--- config.mk ---
export PLATFORM = sky130hd
export DESIGN_NAME = crc_clock_rate
export DESIGN_NICKNAME = d
export VERILOG_FILES = /design/src/rtl/crc_pkg.sv /design/src/rtl/crc_rate_reg.sv /design/src/rtl/crc_cycle_gen.sv /design/src/rtl/crc_src_sel.sv /design/src/rtl/crc_clock_rate.sv
export SDC_FILE = /design/constraint.sdc
export NUM_CORES = 1
export LEC_CHECK = 0
export CORE_UTILIZATION = 50
export DETAILED_ROUTE_END_ITERATION = 6
export PLACE_DENSITY = 0.9
export SLEW_MARGIN = 10
export SYNTH_ARGS = -nofsm -noshare
export SYNTH_HDL_FRONTEND = slang
export SYNTH_HIERARCHICAL = 1
export SYNTH_SLANG_ARGS = --single-unit
--- constraint.sdc ---
create_clock -name clk_i -period 5.3 [get_ports clk_i]
set_clock_uncertainty 0.1 [all_clocks]
set_input_delay 1.325 -clock clk_i [delete_from_list [all_inputs] [get_ports clk_i]]
set_output_delay 1.325 -clock clk_i [all_outputs]
set_load 0.005 [all_outputs]
--- src/rtl/crc_pkg.sv ---
package crc_pkg;
  typedef enum logic [1:0] {
    DIV_FAST_A = 2'b00,
    DIV_FAST_B = 2'b01,
    DIV_MID    = 2'b10,
    DIV_SLOW   = 2'b11
  } div_code_e;
endpackage

--- src/rtl/crc_rate_reg.sv ---
module crc_rate_reg
  import crc_pkg::*;
#(
  parameter int N_EXT = 2
) (
  input  logic             clk_i,
  input  logic             rst_ni,
  input  logic             wr_div_i,
  input  logic [1:0]       div_code_i,
  input  logic             swb_en_i,
  input  logic [N_EXT-1:0] ext_irq_i,
  input  logic [N_EXT-1:0] ext_irq_en_i,
  output logic [1:0]       div_code_o
);
  logic [N_EXT-1:0] qual;
  logic             swb_hit;

  for (genvar i = 0; i < N_EXT; i++) begin : g_qual
    assign qual[i] = ext_irq_i[i] & ext_irq_en_i[i];
  end

  assign swb_hit = swb_en_i & (|qual);

  // switchback has priority over a software write
  always_ff @(posedge clk_i or negedge rst_ni) begin
    if (!rst_ni)       div_code_o <= DIV_FAST_A;
    else if (swb_hit)  div_code_o <= DIV_FAST_A;
    else if (wr_div_i) div_code_o <= div_code_i;
  end
endmodule

--- src/rtl/crc_cycle_gen.sv ---
module crc_cycle_gen
  import crc_pkg::*;
#(
  parameter int FAST = 4,
  parameter int MID  = 64,
  parameter int SLOW = 1024,
  localparam int CW  = $clog2(SLOW)
) (
  input  logic       clk_i,
  input  logic       rst_ni,
  input  logic [1:0] code_i,
  output logic       cyc_en_o,
  output logic [1:0] act_o
);
  logic [CW-1:0] cnt_q;
  logic [CW-1:0] last;

  always_comb begin
    unique case (act_o)
      DIV_MID:  last = CW'(MID - 1);
      DIV_SLOW: last = CW'(SLOW - 1);
      default:  last = CW'(FAST - 1);
    endcase
  end

  assign cyc_en_o = (cnt_q == last);

  // new rate adopted only when a cycle ends
  always_ff @(posedge clk_i or negedge rst_ni) begin
    if (!rst_ni) begin
      cnt_q <= '0;
      act_o <= DIV_FAST_A;
    end else if (cyc_en_o) begin
      cnt_q <= '0;
      act_o <= code_i;
    end else begin
      cnt_q <= cnt_q + 1'b1;
    end
  end
endmodule

--- src/rtl/crc_src_sel.sv ---
module crc_src_sel (
  input  logic       clk_i,
  input  logic       rst_ni,
  input  logic       wr_src_i,
  input  logic       src_ring_i,
  input  logic [1:0] div_code_i,
  output logic       ring_sel_o
);
  logic slow_ok;
  assign slow_ok = div_code_i[1];

  always_ff @(posedge clk_i or negedge rst_ni) begin
    if (!rst_ni)                        ring_sel_o <= 1'b0;
    else if (wr_src_i && !src_ring_i)   ring_sel_o <= 1'b0;
    else if (wr_src_i && slow_ok)       ring_sel_o <= 1'b1;
  end
endmodule

--- src/rtl/crc_clock_rate.sv ---
module crc_clock_rate #(
  parameter int FAST  = 4,
  parameter int MID   = 64,
  parameter int SLOW  = 1024,
  parameter int N_EXT = 2
) (
  input  logic             clk_i,
  input  logic             rst_ni,
  input  logic             wr_div_i,
  input  logic [1:0]       div_code_i,
  input  logic             wr_src_i,
  input  logic             src_ring_i,
  input  logic             swb_en_i,
  input  logic [N_EXT-1:0] ext_irq_i,
  input  logic [N_EXT-1:0] ext_irq_en_i,
  output logic             cyc_en_o,
  output logic [1:0]       div_code_o,
  output logic [1:0]       div_act_o,
  output logic             ring_sel_o
);
  crc_rate_reg #(.N_EXT(N_EXT)) u_rate (
    .clk_i, .rst_ni, .wr_div_i, .div_code_i, .swb_en_i,
    .ext_irq_i, .ext_irq_en_i, .div_code_o
  );

  crc_cycle_gen #(.FAST(FAST), .MID(MID), .SLOW(SLOW)) u_cyc (
    .clk_i, .rst_ni, .code_i(div_code_o), .cyc_en_o, .act_o(div_act_o)
  );

  crc_src_sel u_src (
    .clk_i, .rst_ni, .wr_src_i, .src_ring_i,
    .div_code_i(div_code_o), .ring_sel_o
  );
endmodule

==> out/metrics.cfg <==
[cells_and_area]
nFillCells = 101
drive_gt1_share_pct = 11.6
areaGrowthSynthToFinish_pct = 29.8
diodes = 0
fin_cells = 101
final_nets = 100

[detailed_routing]
drt_wl_total_mm = 1.37
vias = 568
first_pass_iters = 4
post_drt_wl_per_cell_um = 13.6
ant_nets = 0
vias_per_cell = 5.62
drt-initial-drc-count = 14
drc = 0

[clock_network]
root_buffer = clkbuf_4
clkTransAtPathRegs_ns = 0.08
cts_hold_buf = 0
cts.repair.resized = 0
cts_tree = done
clockBufferDepth = 2
cts_setup_buffers = 0
clk_latency_ns = 0.27
cts_sinks = 15
numCtsBuffers = 3
htreeDepth = 1

[sta]
max_clock_freq_mhz = 275
period_minus_slack_ns = 3.63
final-hold-violation-count = 0
tightest_slew_ns = 0.653
fin_tns_setup_ns = 0
drv_slew = 0
fin_crit_sh_pct = 68.6
relSlewSlack_pct = 56.4
rsz0062_at_grt = no
setup_viol = 0

[synthesis]
netlist_top_cells_count = 15 x dfrtp_1, 8 x nor2_1, 5 x nand3_1
synth_cell_types = 25
synthMostInstantiatedCell = dfrtp_1
postSynthAreaPerCell_um2 = 11.1
ys_seq_area_share_pct = 52.0
synth_area_um2 = 722
netlist.top_cell.by_area = dfrtp_1
synth_edf_count = 0
synth_warnings = 6
synthDominantCellAreaShare_pct = 52.0
async_flop_share_pct = 100
synthCells = 65
ys_ff_latch = 15
syn-num-nets = 78
synthFlopType = dfrtp_1
synth.area.top_cells = dfrtp_1 52%, xnor2_1 4.9%, mux2_4 4.2%

[worst_setup_path]
end_kind = primary output
ff2ff_setup_slack_ns = 3.40
crit_fanout = 9
required_ns = 3.88
worst_r2r_path_depth = 4
crit_type = flop to primary output
cp-start-kind = flop
r2r-start = u_cyc/cnt_q[6]$_DFF_PN0_
arrival_ns = 2.21
worstReg2RegEnd = u_cyc/act_o[1]$_DFFE_PN0N_

[die]
initial_utilization_pct = 54.8
core-area_um2 = 1320
die_h_um = 40
row_count = 13
dieArea_um2 = 1600
dieWidth_um = 40
ioPinCount = 18

[hold_path]
min_path_type = flop to flop
hold_path_depth = 1
whs_endpoint = u_cyc/cnt_q[4]$_DFF_PN0_
min-delay-start = u_cyc/cnt_q[4]$_DFF_PN0_

[global_route]
grt_pass1_vias = 533
grt_pass1_wl_mm = 2.28
antenna_found_initial = 0
grt_overflow = 0
grt_max_degree = 16
grtUsageTotal_pct = 22.8

[power]
p_leak_nw = 0.389
peakVddDrop_mv = 0.285
power_switching_share_pct = 32.2
comb_power_share_pct = 28.4
p_int_mw = 0.231
sequentialPowerShare_pct = 53.1
p_sw_mw = 0.110
power_frac_clock_pct = 18.5
power_density_nw_per_um2 = 363

[run]
maxCapViolCount = 0

[placed_design]
dp_cells = 97
dp.final_hpwl_mm = 1.06
port_buffers = 17
gp_congestion = 0.723

[status]
status = complete, no violations

power groups by stage:
stage | logic [mW] | registers, mW | clock network, mW
after floorplan | 0.0588 | 0.175 | 0
after global placement | 0.0955 | 0.180 | 0
after detailed placement | 0.0966 | 0.183 | 0
after CTS | 0.0975 | 0.180 | 0.0653
after global routing | 0.106 | 0.188 | 0.0698
final | 0.0967 | 0.181 | 0.0629
critical path, stage by stage, from the launching register on:
cell and delay (ns):
dfrtp_1 0.45, nor4_2 0.30, a2bb2oi_1 0.15, nor3b_4 0.45, clkdlybuf4s50_1 0.59
kinds of logic (layout without fill, tap and decap cells):
group                    count (synthesis)  after routing  share of synthesized area (%)
XOR/XNOR                                 6              6                           7.28
buffers and inverters                    2             23                           1.04
AO/OA/AOI/OAI                            9              9                           8.32
adder cells (fa/ha/maj)                  1              1                           1.73
AND/OR/NAND/NOR                         28             28                           22.7
multiplexers                             4              4                           6.93
flip-flops                              15             15                           52.0
cells in the final DEF (no fill, tap or decap), drive strengths merged, types with 4 or more instances in the layout:
cell type      instances
a21oi                  4
clkbuf                 4
clkdlybuf4s50         17
dfrtp                 15
nand2                  4
nand3                  5
nor2                   8
xnor2                  4
cell type report:
class	instances	area, um^2	area share (%)
Multi-Input combinational cell	48	339	36.2
Tap cell	15	18.8	2.00
Sequential cell	15	375	40.1
Timing Repair Buffer	17	170	18.2
Inverter	2	7.51	0.801
Clock buffer	4	26.3	2.80
worst max-delay path by stage:
stage	start	endpoint	slack, ns
floorplan	u_cyc/cnt_q[6]$_DFF_PN0_	cyc_en_o	2.70
global placement	u_cyc/cnt_q[6]$_DFF_PN0_	cyc_en_o	2.07
detailed placement	u_cyc/cnt_q[6]$_DFF_PN0_	cyc_en_o	1.95
CTS	u_cyc/cnt_q[6]$_DFF_PN0_	cyc_en_o	1.64
global route	u_cyc/cnt_q[6]$_DFF_PN0_	cyc_en_o	1.55
finish	u_cyc/cnt_q[6]$_DFF_PN0_	cyc_en_o	1.67
routing by layer:
metal  up-vias  part of all wire [%]  track usage (%)
met4         0                  0.29             10.3
met1       271                    43             28.8
met3         2                   5.2             5.00
met2        24                    52             37.1
li1        271                     -                -
met5         -                     0                0
metrics by stage:
stage / setup slack, ns / power, mW / area (um^2) / util (%) / hold WS, ns
after floorplan: 2.70 / 0.234 / 722 / - / 0.375
after global placement: 2.07 / 0.276 / 911 / 69.1 / 0.410
after detailed placement: 1.95 / 0.280 / 911 / 69.1 / 0.409
after CTS: 1.64 / 0.343 / 937 / 71.1 / 0.425
after global routing: 1.55 / 0.364 / 937 / 71.1 / 0.445
final: 1.67 / 0.340 / 937 / 71.1 / 0.428
flip-flops by register name, indices dropped and copies added, names as in the netlist:
register / flops
u_cyc/act_o: 2
u_cyc/cnt_q: 10
u_rate/div_code_o: 2
u_src/ring_sel_o: 1
No activity file was read; power rests on OpenSTA's default activity.
